<file path="config.mk">
export PLATFORM = sky130hd
export DESIGN_NAME = tw_word_rx
export DESIGN_NICKNAME = d
export VERILOG_FILES = /design/src/rtl/tw_word_rx.sv
export SDC_FILE = /design/constraint.sdc
export NUM_CORES = 1
export LEC_CHECK = 0
export ABC_CLOCK_PERIOD_IN_PS = 3000
export BUFFER_PORTS_ARGS = -buffer_cell sky130_fd_sc_hd__clkbuf_2
export CAP_MARGIN = 20
export CORE_MARGIN = 3
export CORE_UTILIZATION = 63
export CTS_BUF_LIST = sky130_fd_sc_hd__clkbuf_8
export CTS_CLUSTER_SIZE = 14
export DETAILED_ROUTE_END_ITERATION = 12
export PLACE_DENSITY = 0.95
export SLEW_MARGIN = 40
export SYNTH_ARGS = -nofsm -noshare
export SYNTH_HDL_FRONTEND = slang
export SYNTH_SLANG_ARGS = --single-unit
</file>
<file path="constraint.sdc">
create_clock -name clk -period 3 [get_ports clk]
set_input_delay 0.6 -clock clk [delete_from_list [all_inputs] [get_ports clk]]
set_output_delay 0.6 -clock clk [all_outputs]
set_load 0.05 [all_outputs]
</file>
<file path="src/rtl/tw_word_rx.sv">
module tw_word_rx #(
  parameter int PORT_W = 4,
  parameter int FREQ_W = 15,
  parameter int CNT_W  = 5
) (
  input  logic              clk,
  input  logic              rst_n,
  input  logic              bus_sel,
  input  logic              sw_en,
  input  logic              sw_clk,
  input  logic              sw_dat,
  output logic [PORT_W-1:0] port_bits,
  output logic [FREQ_W-1:0] freq_word,
  output logic              pump_hi,
  output logic [2:0]        test_bits,
  output logic              ref_sel_a,
  output logic              ref_sel_b,
  output logic              tune_off
);
  localparam int LEN_SHORT = PORT_W + FREQ_W - 1;
  localparam int LEN_MID   = PORT_W + FREQ_W;
  localparam int LEN_LONG  = LEN_MID + 8;
  localparam int SH_W      = LEN_LONG;
  localparam logic [CNT_W-1:0] CNT_MAX = '1;

  logic             en_q, sck_q, first_pend;
  logic [CNT_W-1:0] bit_cnt;
  logic [SH_W-1:0]  sh;

  wire en_rise  = bus_sel &  sw_en  & ~en_q;
  wire en_fall  = bus_sel & ~sw_en  &  en_q;
  wire sck_rise = bus_sel &  sw_en  &  sw_clk & ~sck_q;
  wire sck_fall = bus_sel &  sw_en  & ~sw_clk &  sck_q;

  wire end_short = en_fall && bit_cnt == CNT_W'(LEN_SHORT);
  wire end_mid   = en_fall && bit_cnt == CNT_W'(LEN_MID);
  wire end_long  = en_fall && bit_cnt == CNT_W'(LEN_LONG);

  always_ff @(posedge clk or negedge rst_n) begin
    if (!rst_n) begin
      en_q    <= 1'b0;
      sck_q   <= 1'b0;
      bit_cnt <= '0;
      sh      <= '0;
    end else begin
      en_q  <= sw_en;
      sck_q <= sw_clk;
      if (en_rise) begin
        bit_cnt <= '0;
        sh      <= '0;
      end else if (sck_fall) begin
        sh <= {sh[SH_W-2:0], sw_dat};
        if (bit_cnt != CNT_MAX) bit_cnt <= bit_cnt + 1'b1;
      end
    end
  end

  always_ff @(posedge clk or negedge rst_n) begin
    if (!rst_n) begin
      port_bits  <= '0;
      freq_word  <= '0;
      pump_hi    <= 1'b1;
      test_bits  <= 3'b001;
      ref_sel_a  <= 1'b0;
      ref_sel_b  <= 1'b1;
      tune_off   <= 1'b1;
      first_pend <= 1'b1;
    end else begin
      if (sck_rise && bit_cnt == CNT_W'(PORT_W))
        port_bits <= sh[PORT_W-1:0];
      if (sck_rise && bit_cnt == CNT_W'(LEN_MID))
        freq_word <= sh[FREQ_W-1:0];
      if (end_short) begin
        freq_word <= {1'b0, sh[FREQ_W-2:0]};
        ref_sel_a <= 1'b1;
      end
      if (end_mid) begin
        freq_word <= sh[FREQ_W-1:0];
        ref_sel_a <= 1'b0;
      end
      if ((end_short || end_mid) && first_pend)
        tune_off <= 1'b0;
      if (end_long) begin
        pump_hi   <= sh[6];
        test_bits <= sh[5:3];
        ref_sel_a <= sh[2];
        ref_sel_b <= sh[1];
        tune_off  <= sh[0];
      end
      if (end_short || end_mid || end_long)
        first_pend <= 1'b0;
    end
  end
endmodule

</file>
== Word-level counts from Yosys, hierarchy flattened ==
Cells that the tools add are included.
Word-level totals
  register bits after elaboration: 49
  input bits: 6
  output and inout bits: 26
  word-level logic and storage cells: 57
Cells by class
  add/subtract/negate cells: 1
  equality and inequality tests: 5
  multiplexer cells: 13
  bitwise operators: 12
  reductions and logical operators: 14
Operators by type and width (count)
  $mux W15: 5
  $eq A5 B5 Y1 const B: 3
  $mux W5: 3
  $and A1 B1 Y1: 8
  $logic_and A1 B1 Y1: 6
  $reduce_bool A2 Y1: 3
  $reduce_bool A3 Y1: 2
  $add A5 B1 Y5 const B: 1
  $eq A5 B3 Y1 const B: 1
  $mux W1: 5
  $ne A5 B5 Y1 const B: 1
  $not A1 Y1: 4
  $logic_or A1 B1 Y1: 2
  $reduce_and A2 Y1: 1

== Logic depth before layout (Yosys ltp) ==
Gate-level depths: netlist (run 1).
  depth in word-level cells: 8
  mapped depth: 6
  depth with buffers taken out: 6

== Worst setup path after synthesis (run 1) ==
No wires, ideal clock.
  path kind: input-to-reg
  from: input port bus_sel
  to: register freq_word[10]
  library setup time: 0.125 ns
  data arrival time: 1.685 ns
  data required time: 2.875 ns
  slack: 1.190 ns
  stages: 6
  buffers on the path: 2
  cell sequence: and3b_1 -> and2_4 -> a32o_1 -> buf_6 -> buf_12 -> mux2_4
Between the ends
  longest elaborated chain between the ends: 5
  elaborated cells between the ends (all ways): 11
  those cells by class: 2 x mux; 5 x bitwise; 4 x reduce/logical
RTL lines
  start, declared: RTL line 8  | input logic bus_sel,
  $and A1 B1 Y1, on equally long branches (2 in series): RTL line 32, 31
  $and A1 B1 Y1 / $logic_and A1 B1 Y1 (equally long branches): RTL line 32, 35
  $logic_and A1 B1 Y1 / $mux W15 (equally long branches): RTL line 71, 73
  $reduce_bool A3 Y1 (no line) / $mux W15 (equally long branches)
  end signal, assigned: RTL line 72  | freq_word <= sh[FREQ_W-1:0];
  end signal, assigned: RTL line 74  | freq_word <= {1'b0, sh[FREQ_W-2:0]};
  end signal, assigned: RTL line 78  | freq_word <= sh[FREQ_W-1:0];
  end, declared: RTL line 13  | output logic [FREQ_W-1:0] freq_word,
Parallel ways exist; a longest one is shown, timed or not.
A chain may end at the register's enable or synchronous reset.

== Worst setup path in the final report (run 1) ==
  from: register bit_cnt[2]
  to: register freq_word[10]
Between the ends
  longest elaborated chain between the ends: 4
  elaborated cells between the ends (all ways): 8
  those cells by class: 2 x eq/ne; 2 x mux; 4 x reduce/logical
RTL lines
  start, declared: RTL line 27  | logic [CNT_W-1:0] bit_cnt;
  start signal, assigned: RTL line 53  | if (bit_cnt != CNT_MAX) bit_cnt <= bit_cnt + 1'b1;
  $eq A5 B5 Y1: RTL line 35  | wire end_short = en_fall && bit_cnt == CNT_W'(LEN_SHORT);
  $logic_and A1 B1 Y1: RTL line 35
  $mux W15: RTL line 73  | if (end_short) begin
  $mux W15: RTL line 77  | if (end_mid) begin
Parallel ways exist; a longest one is shown, timed or not.

==> results.md, run 1 <==
- Traced cell by cell, the critical path runs through nor3b_1, and2_4, a32o_1, buf_4, mux2_4.
- The die footprint is 4070 sq um.
- The synthesized design devotes to its leading area cell type 52.4% of total area.
- The clock tree root driver cell is clkbuf_8.
- Cells fill 77.4% of the core in the end.
- 32 I/O pins were placed.
- The number of warnings reported in the yosys synthesis log is 0.
- The power after layout is 1.19 mW.
- The TritonCTS sink count is 49.
- The endpoint required time on the critical path is 3.18 ns.
- The number of distinct library cells after synthesis is 31.
- The average size of a mapped cell is 12.2 sq um.
- Across the run, the number of max-cap violations was 0.
- The layout overhead on the synthesized area is 15.2%.
- The number of antenna violations at the first check in global routing is 0.
- From left edge to right edge, the die measures 63.8 microns.
- The global-route wire length before repair is 7070 microns.
- The total count of hold-check failures in the final report was 0.
- Clock-pin slew was measured on the worst setup and hold paths at 0.08 ns.
- The synthesized instance count is 173.
- Yosys attributes the largest share of cell area to dfrtp_1, mux2_2, mux2_4.
- VDD sags by at most 0.000387 V.
- The worst register-to-register path begins at bit_cnt[2].
- After detailed routing, the number of vias per cell comes to 5.66.
- The total power density per cell area is 492 nW/um^2.
- Global routing consumed, on the met3 layer, 5.98% of the routing resources.
- The peak fanout along the critical path is 8.
- The cell leakage power is 1.21 nW.
- The run finished with clean final reports.
- Setup repair after global routing left no endpoint under its margin.
- Counting every net in the synthesized netlist gives 183.
- After legalization and detailed placement, the total HPWL measured 2890 microns.
- At the placement stage, the worst setup path has a slack of 0.678 ns.
- The final period demand of the worst path is 2.24 ns.
- The via count of the first global-routing pass is 1459.
- The overall via count from detail_route is 1455.
- The number of levels in the clock H-tree is 2.
- The summed negative setup slack over all endpoints is 0 ns.
- Summing every instance area after synthesis gives 2100 sq um.
- After detailed routing, the average wire length per cell comes to 16.0 microns.
- For this run, the detailed router's first-pass iteration total came to 4.
- The cell depth of the worst flop-to-flop path is 5.
- The starting density of the core is 67.2%.
- In this run the standard cell core region covers 3130 sq um.
- The placed instance count is 249.
- TritonCTS created 5 clock buffers.
- After detailed routing, the number of remaining DRC violations is 0.
- The global-route usage over all layers is 22.9%.
- The dominant cell by count in the synthesized netlist is dfrtp_1.
- STA classifies the critical path startpoint as a flop.
- The number of pins exceeding their max-slew limit in the final report came to 0.
- By count the netlist is led by dfrtp_1, nand2_1, a21oi_1.
- The floorplan has 20 rows.
- From bottom edge to top edge, the die measures 63.8 microns.
- The biggest cell delay along the critical path is 0.45 ns.
- The worst slew margin relative to its limit is 47.3%.
- The commonest register cell after synthesis is dfrtp_1.
- The highest attainable clock frequency is 447 MHz.
- Entering global routing, the biggest net connects 25 pins.
- After detailed routing, the total wire length is 4110 microns.
- The number of storage elements in the synthesis netlist is 49.
- The global routing stage identified its most utilized layer as met2.
- The worst-case register-to-register setup slack is 0.76 ns.
- The slowest stage of the critical path is the dfrtp_1 cell.
- In the global route stage, met2 resource usage came out at 36.1%.
- Data arrives at the worst endpoint at 2.42 ns.
- The number of diodes is 0.
- Setup violations remaining at the end of the flow were counted as 0.
- The sequential-to-total area share from yosys stat is 58.6%.
- The cell type with the largest total area after synthesis is dfrtp_1.
- Yosys mapped a number of flops with a built-in enable equal to 0.
- The count of placed standard cells in the final layout, fillers left out is 257.
- The count of nets left with antenna violations after detail routing is 0.
- The remaining global-route overflow is 0.
- The critical path is of the flop to flop type.
- Global routing consumed, on the met1 layer, 30.4% of the routing resources.
- The worst clock skew on the final layout is 0.00943 ns.
- The type of the most critical hold path is input pin to asynchronous set/reset pin.
- The final-stage net count is 222.
- The critical register-to-register path endpoint is freq_word[10].
- The number of buffers inserted for hold repair after clock tree synthesis is 0.
- The total of cells resized after clock tree synthesis is 0.
- The global placer's final weighted congestion is 0.800.
- The share of final-layout standard cells stronger than drive strength 1 is 34.7%.
- After synthesis, the share of flip-flops with an asynchronous set or reset is 100%.
- Once the clock tree was built, the setup fixing pass inserted 0 buffers.
- The portion of the clock cycle consumed by the worst path in the final layout is 74.6%.
- For this block, the initial DRC count from the detailed router was 86.
- The buffer levels on the longest clock path is 2.
- After layout, the worst setup slack is 0.761 ns.
- The slew at the pin closest to its max-slew limit is 0.788 ns.
- The total of buffers placed on input and output ports is 31.
- STA classifies the critical path endpoint as a flop.
- For the worst-skew pair, the clock arrives at the later sink with an insertion delay of 0.30 ns.
- TritonCTS built the clock tree.
-- state kept, by name (all words and copies together), names as in the netlist --
signal and flops:
freq_word 15, sh 15, bit_cnt 5, port_bits 4, test_bits 3, en_q 1, first_pend 1, pump_hi 1
ref_sel_a 1, ref_sel_b 1, sck_q 1, tune_off 1
-- worst max-delay path by stage --
stage / startpoint / end / cells past startpoint
floorplan: bus_sel / freq_word[10] / 6
global placement: sw_en / freq_word[7] / 6
detailed placement: sw_en / freq_word[13] / 6
CTS: bit_cnt[2] / freq_word[10] / 5
global route: bit_cnt[2] / freq_word[10] / 5
finish: bit_cnt[2] / freq_word[10] / 5
-- critical path, delay by kind of cell (launching register included) --
| kind | cells | cell delay [ns] |
|---|---|---|
| and+or+nand+nor | 2 | 0.62 |
| DFF | 1 | 0.45 |
| AOI/OAI and AO/OA | 1 | 0.44 |
| muxes | 1 | 0.31 |
| buffers and inverters | 1 | 0.30 |
-- power breakdown --
| part | switching [mW] | internal, mW | total (mW) |
|---|---|---|---|
| sequential | 0.0132 | 0.670 | 0.683 |
| clock | 0.207 | 0.244 | 0.451 |
| combinational | 0.0383 | 0.0198 | 0.0582 |
-- final cells by class --
cell class                 instances  area [sq um]
fill                             194           706
multi-input combinational        115           812
clock inverter                     3          38.8
inverter                           4          15.0
clock buffer                       5          68.8
sequential                        49          1230
tap                               44          55.1
timing repair buffer              37           200
-- through the flow --
step / area (sq um) / hold WS [ns]
6_report: 2420 / 0.191
2_1_floorplan: 2100 / 0.304
4_1_cts: 2420 / 0.193
3_5_place_dp: 2310 / 0.498
5_1_grt: 2420 / 0.206
3_3_place_gp: 2310 / 0.491
-- layout by cell type (no fill, tap or decap) --
master,n
a211oi_1,1
a21o_1,1
a21oi_1,16
a22o_1,3
a31oi_1,2
a32o_1,1
and2_4,1
and3_1,1
and3b_1,2
buf_4,6
bufinv_16,1
clkbuf_2,31
clkbuf_8,5
clkinv_2,1
dfrtp_1,44
dfstp_2,5
ha_1,4
inv_1,5
mux2_2,14
mux2_4,10
nand2_1,31
nand2b_1,2
nand3_1,2
nand3b_1,1
nand4b_1,2
nor2_1,8
nor2b_1,1
nor3_1,2
nor3b_1,1
o211ai_1,1
o21ai_0,4
or3_1,1
xnor2_1,3
-- kinds of logic after synthesis --
logic type / after synthesis / share of synthesized area, %
fa+ha+maj: 4 / 2.38
buf+inv: 9 / 2.74
compound gates: 29 / 8.16
xor+xnor: 3 / 1.25
simple gates: 55 / 12.2
mux: 24 / 14.6
flops: 49 / 58.6
-- per-layer routing --
layer  vias to the layer above  wire, microns
li1                        675              -
met1                       718           1720
met2                        51           2050
met3                        11            248
met4                         0            102
met5                         -              0
Power figures use the tool's default switching activity.
==> run 2, diff against run 1 <==
ABC_CLOCK_PERIOD_IN_PS = 2000   (was 3000)
CORE_UTILIZATION = 52   (was 63)
PLACE_DENSITY = 0.89   (was 0.95)
clock period = 2 ns   (was 3 ns; I/O delays follow)
==> run 2 against run 1 <==
Sequential share of layout area shrank 0.80 points. Non-clock buffer count is the same. Setup slack lost 0.68 ns. Global-route usage is 6.2 points lower. Critical path depth stayed put. Final cell count rose by 1.6%. Die area grew 19%. Largest cell class unchanged. Highest routed layer unchanged.
==> results.md, run 2 (same netlist as run 1, synthesis figures left out) <==
- The number of antenna violations at the first check in global routing was 0.
- At the pin with the least slew margin, the transition time is 0.632 ns.
- Once the floorplan was initialized, standard cells occupied 55.7% of the core.
- The aggregate routed wire length is 3850 microns.
- The share of power burned in the clock network is 39.3%.
- The sequential power share is 55.8%.
- The total count of hold-check failures in the final report was 0.
- The final-stage net count is 222.
- Before antenna repair, the detailed router went through 4 iterations.
- The TritonCTS sink count is 49.
- Detailed routing inserted a total of 1401 vias.
- The number of antenna diodes in the final layout is 0.
- For the worst setup path, the data required time is 2.18 ns.
- The count of buffers added on input and output ports is 31.
- From bottom edge to top edge, the die measures 69.6 microns.
- The share of final-layout standard cells stronger than drive strength 1 is 34.7%.
- The latest clock arrival within the worst-skew pair is 0.30 ns.
- The worst-case register-to-register setup slack is 0.08 ns.
- The number of pins exceeding their max-slew limit in the final report came to 0.
- The final period demand of the worst path is 1.92 ns.
- The worst path arrival time is 2.10 ns.
- The number of top-level pins is 32.
- The die footprint is 4840 sq um.
- The routed wirelength normalized by instance count is 14.8 microns.
- The half-perimeter wire length after detailed placement is 2640 microns.
- The proportion of power drawn by combinational gates is 4.9%.
- Clock-pin slew was measured on the worst setup and hold paths at 0.09 ns.
- The number of design-rule violations left by the first detailed-router iteration is 87.
- The highest attainable clock frequency is 521 MHz.
- Compared with the post-synthesis result, the final layout area differs by 17.1%.
- The power after layout is 1.83 mW.
- The number of design rule violations left after detail routing is 0.
- The global placer's final weighted congestion is 0.873.
- The most common cell after layout, fill and taps aside is dfrtp_1.
- Setup repair after global routing left no endpoint under its margin.
- The clock arrives with 0.00728 ns of skew.
- The cell-internal power is 1.44 mW.
- The global-route wire length before repair is 6470 microns.
- Dividing the detail-routed via count by the number of cells gives 5.37.
- The top cell types in the final layout, fill and taps aside, are dfrtp_1, nand2_1, clkbuf_2, a21oi_1, mux2_2.
- The buffer levels on the longest clock path is 2.
- The post-layout utilization of the core is 65.3%.
- CTS placed an instance of clkbuf_8 at the clock tree root.
- The type of destination of the critical path is a flop.
- The total core area is 3770 sq um.
- In the final layout, the registers with the most flip-flops are freq_word: 15 flops, sh: 15 flops, bit_cnt: 5 flops.
- The via count of the first global-routing pass was 1320.
- The analysis attributes to cell leakage a power of 1.22 nW.
- The count of nets left with antenna violations after detail routing is 0.
- The total of cells resized after clock tree synthesis is 0.
- After clock tree synthesis, the flow added hold-fix buffers numbering 0.
- The remaining global-route overflow is 0.
- The H-tree was split into 2 levels.
- TritonCTS built the clock tree.
- Dividing the final minimum period by the clock period gives 95.9%.
- The post-CTS setup-driven buffer insertion count is 0.
- Setup total negative slack on the finished layout was measured at 0 ns.
- The critical path class is flop to flop.
- Setup violations remaining at the end of the flow were counted as 0.
- The type of the most critical hold path is input pin to asynchronous set/reset pin.
- The worst setup path is launched from a flop.
- The pin count of the biggest net entering global routing is 27.
- The flow ran to the end, and the final reports show no timing, DRC or antenna violations.
- The die is 69.6 microns wide.
- Dividing total power by cell area gives a power density of 745 nW/um^2.
- TritonCTS created 5 clock buffers.
- The count of standard-cell rows is 22.
- Measured against its own limit, the worst slew margin works out to 57.9%.
- In this run the power spent charging and discharging nets is 395 uW.
- Global routing used 16.7% of the available tracks.
- The worst-case IR drop observed on VDD is 0.000437 V.
- Net switching is 21.5% of the power.
- The max-cap violation count is 0.
- Of all nets on the critical path, the largest fanout is 15.
==> run 2: cell count changes in the layout (fill, tap and decap cells not counted), sizes merged <==
cell	before	now
clkinv	1	0
clkbuf	36	37
==> run 2: worst paths after layout <==
check / startpoint / end / cells after the start
min: rst_n / sh[13] / 1
min reg2reg: test_bits[2] / test_bits[2] / 1
max in group asynchronous: rst_n / tune_off / 2
max reg2reg: bit_cnt[2] / freq_word[1] / 5
max: bit_cnt[2] / freq_word[1] / 5
min in group clk: sw_clk / sck_q / 1
==> run 2: power groups by stage <==
| stage | combinational (mW) | clock (mW) | sequential, mW |
|---|---|---|---|
| after floorplan | 0.0442 | 0 | 1.04 |
| after global placement | 0.0857 | 0 | 1.04 |
| after detailed placement | 0.0915 | 0 | 1.04 |
| after CTS | 0.0923 | 0.736 | 1.02 |
| after global routing | 0.103 | 0.787 | 1.03 |
| final | 0.0898 | 0.721 | 1.02 |
==> run 2: area by class of cell <==
class / instances / area, sq um
multi-input combinational: 115 / 812
clock inverter: 2 / 33.8
inverter: 4 / 15.0
timing repair buffer: 37 / 225
sequential: 49 / 1230
clock buffer: 6 / 82.6
tap: 48 / 60.1
fill: 283 / 1310
==> run 2: per-layer routing <==
| layer | wire (microns) | share of wire [%] | global-route usage (%) | up-vias |
|---|---|---|---|---|
| li1 | - | - | - | 671 |
| met1 | 1880 | 49 | 23.9 | 690 |
| met2 | 1740 | 45 | 25.0 | 33 |
| met3 | 199 | 5.2 | 5.22 | 7 |
| met4 | 37 | 0.96 | 3.90 | 0 |
| met5 | 0 | 0 | 0 | - |
==> run 2: per-stage QoR <==
stage | instances | instance area, sq um | hold slack [ns] | worst slack [ns]
2_1_floorplan | 173 | 2100 | 0.104 | 0.284
3_3_place_gp | 253 | 2340 | 0.442 | 0.234
3_5_place_dp | 253 | 2340 | 0.442 | 0.123
4_1_cts | 261 | 2460 | 0.119 | 0.0843
5_1_grt | 261 | 2460 | 0.132 | 0.00338
6_report | 261 | 2460 | 0.105 | 0.0815
==> run 2: worst max-delay path, cell delays in order (launching register included) <==
cell	delay (ns)
dfrtp_1	0.44
nor3b_1	0.41
and2_4	0.25
a32o_1	0.18
buf_12	0.18
mux2_2	0.34
==> run 3, diff against run 2 <==
ABC_AREA = 1   (was unset)
CORE_UTILIZATION = 53   (was 52)
PLACE_DENSITY = 0.9   (was 0.89)
==> run 3 against run 2 <==
Setup slack gained 0.20 ns. Count of clock-buffer cells in the layout shrank 1. Non-clock buffer count shrank 4. Register-to-register slack gained 0.20 ns. Wire length grew 14%. Clock power shrank 20%. Clock skew grew 0.0031 ns. Die area grew 1.5%. Sequential power grew 6%. Critical path type unchanged. Critical endpoint is now first_pend.
==> results.md, run 3 <==
- The type of element launching the critical path is a flop.
- For the worst setup path, the data arrival time is 1.96 ns.
- The combinational family with the most area after synthesis is simple AND/OR/NAND/NOR gates.
- The worst setup path is of the flop to flop kind.
- The longest clock path from root to sink contains 2 buffers.
- For this design the top-level I/O count stands at 32.
- The post-synthesis share of cell area spent on xor and xnor gates is 0.402%.
- The worst register-to-register path begins at bit_cnt[1].
- By count the netlist is led by nand2_1, dfrtp_1, nand3_1.
- The TritonCTS sink count is 49.
- The compound-cell area share of the yosys netlist is 7.64%.
- The number of design-rule violations left by the first detailed-router iteration is 218.
- The post-layout utilization of the core is 63.7%.
- In this run, CTS created clock tree buffers numbering 5.
- The layout overhead on the synthesized area is 11.1%.
- The die footprint is 4910 sq um.
- The total count of hold-check failures in the final report is 0.
- Entering global routing, the biggest net connects 50 pins.
- The routed wirelength normalized by instance count is 13.9 microns.
- The worst clock skew on the final layout is 0.0104 ns.
- The endpoint required time on the critical path is 2.24 ns.
- For this run, design rule violations remaining after detail routing come to 0.
- Based on the critical path, the design can be clocked at up to 581 MHz.
- The global-route wire length before repair is 7610 microns.
- In this run the tightest slew margin relative to its limit is 60.5%.
- The global placer's final weighted congestion is 0.827.
- In this run, post-CTS hold repair placed 0 buffers.
- Summed over all cells, the static leakage comes to 1.28 nW.
- The worst-case IR drop observed on VDD is 0.000534 V.
- Setup repair after global routing left no endpoint under its margin.
- The number of diodes is 0.
- The via count of the first global-routing pass is 1620.
- Gates resized during post-CTS repair numbered 0.
- The peak fanout along the critical path is 13.
- Setup violations remaining at the end of the flow were counted as 0.
- The share of final-layout standard cells stronger than drive strength 1 is 22.4%.
- The dominant cell by count in the synthesized netlist is nand2_1.
- In the finished design, the share of the clock period the worst path needs comes to 86.1%.
- Counting the fill cells in the layout gives 328.
- The detail-routed via count per cell is 5.41.
- The number of antenna violations at the first check in global routing is 0.
- The number of distinct library cells after synthesis is 26.
- The number of storage elements in the synthesis netlist is 49.
- The wire-length estimate of the detail-placed layout is 3140 microns.
- Summed over its instances, the top area cell type makes up 50.6% of the synthesized netlist area.
- Across all setup checks in the final design, the least slack found is 0.278 ns.
- Once the floorplan was initialized, standard cells occupied 57.3% of the core.
- After clock tree synthesis, the clock-pin slew on the worst setup and hold paths is 0.08 ns.
- The global-route usage over all layers is 19.5%.
- The share of synthesized flip-flops with an asynchronous set or reset is 100%.
- The number of pins exceeding their max-slew limit in the final report is 0.
- The summed negative setup slack over all endpoints is 0 ns.
- The first element of the critical path is bit_cnt[1].
- By area the synthesized netlist is led by dfrtp_1, nand2_1, nand3_1.
- At the pin with the least slew margin, the transition time is 0.592 ns.
- After synthesis, flip-flops and latches occupy 56.6% of the total area.
- The floorplan die width is 70.1 microns.
- The commonest register cell after synthesis is dfrtp_1.
- Port buffering added 31 buffers.
- The remaining global-route overflow is 0.
- The tool flagged a number of max-cap violations equal to 0.
- Setup slack on the worst reg-to-reg path comes out at 0.28 ns.
- Summing every instance area after synthesis gives 2180 sq um.
- The die is 70.1 microns tall.
- The latest clock arrival within the worst-skew pair is 0.31 ns.
- The Yosys step of the flow raised 0 warnings.
- The type of the most critical hold path is input pin to asynchronous set/reset pin.
- The overall via count from detail_route is 1708.
- Of the total synthesized cell area, the portion taken by AND, OR, NAND and NOR gates is 26.8%.
- The iteration count of the initial detailed-routing pass is 4.
- A synthesized cell averages 9.22 sq um.
- The library cell used most frequently in the layout, excluding fill and tap cells, is nand2_1.
- The count of nets left with antenna violations after detail routing is 0.
- Counting flops with a built-in enable in the synthesized netlist gives 0.
- The clock tree root driver cell is clkbuf_8.
- The run finished with clean final reports.
- The type of destination of the critical path is a flop.
- The net count of the mapped netlist is 246.
- The synthesized instance count is 236.
- The count of standard-cell rows is 22.
- The cell type with the largest total area after synthesis is dfrtp_1.
- The smallest clock period supported by the final layout is computed as 1.72 ns.
- The portion of synthesized area spent on multiplexers is 0%.
- At the end of the flow, the number of nets in the layout was 277.
- The synthesized netlist devotes 2.30% of its cell area to adder and majority cells.
- The power after layout is 1.79 mW.
- The H-tree generated during clock tree synthesis spans 2 levels.
- In the final layout, the registers with the most flip-flops are freq_word: 15 flops, sh: 15 flops, bit_cnt: 5 flops.
- The top cell types in the final layout, fill and taps aside, are nand2_1, dfrtp_1, nand3_1, clkbuf_2, inv_1.
- Power spread over the standard cell area amounts to 739 nW/um^2.
- Summed over all layers, the routed wires come to 4400 microns.
- The CTS tree is built.
- The worst setup timing slack at the placement stage is 0.315 ns.
- The number of setup buffers added after CTS is 0.
- After floorplanning, the core was sized to cover 3800 sq um.
==> run 3: changes by cell type in the layout (fill, tap and decap cells not counted), moves of 5 or more <==
cell and change:
mux2_2 -14, o21ai_1 +8, inv_1 +11, mux2_4 -10
a21oi_2 +7, o21ai_0 +5, nor2_1 +6, nand3_1 +35
a21oi_1 -15, nand2_1 +35
==> run 3: path summary, 6_finish.rpt <==
check / to / cells past startpoint
hold / removal: bit_cnt[0] / 2
min in group clk: sck_q / 1
hold reg to reg: pump_hi / 2
max in group asynchronous: sh[14] / 2
setup reg to reg: first_pend / 5
setup / recovery: first_pend / 5
==> run 3: routing by layer <==
layer  routed length, microns  track usage (%)
met1                     2050             27.7
met2                     2000             29.6
met4                       65             6.60
met3                      292             4.46
met5                        0                0
==> run 3: through the flow <==
| stage | hold WS, ns | area (sq um) | cells |
|---|---|---|---|
| finish | 0.172 | 2420 | 316 |
| global route | 0.220 | 2420 | 316 |
| CTS | 0.197 | 2420 | 316 |
| detailed placement | 0.471 | 2330 | 308 |
| global placement | 0.463 | 2330 | 308 |
| floorplan | 0.104 | 2180 | 236 |
==> run 3: area by class of cell <==
class | count | area [sq um] | area share, %
repair buffers | 33 | 170 | 7.04
clock buffers | 5 | 68.8 | 2.85
well taps | 48 | 60.1 | 2.48
inverters | 16 | 60.1 | 2.48
flip-flops and latches | 49 | 1230 | 51.0
multi-input cells | 162 | 810 | 33.5
clock inverters | 3 | 17.5 | 0.724
==> run 3: power by group <==
part	switching, mW	internal, mW	total, mW
clock network	0.329	0.245	0.574
registers	0.0452	1.04	1.08
logic	0.0889	0.0443	0.133
==> run 3: cells by family after synthesis <==
kind of cell	Yosys count
simple gates	130
buf+inv	25
flops	49
compound gates	27
fa+ha+maj	4
xor+xnor	1
==> run 3: worst max-delay path, cell delays in order (launching register included) <==
cell	delay [ns]
dfrtp_1	0.44
ha_1	0.25
nand2_1	0.12
nor2_1	0.23
nand2_1	0.32
and3_1	0.30
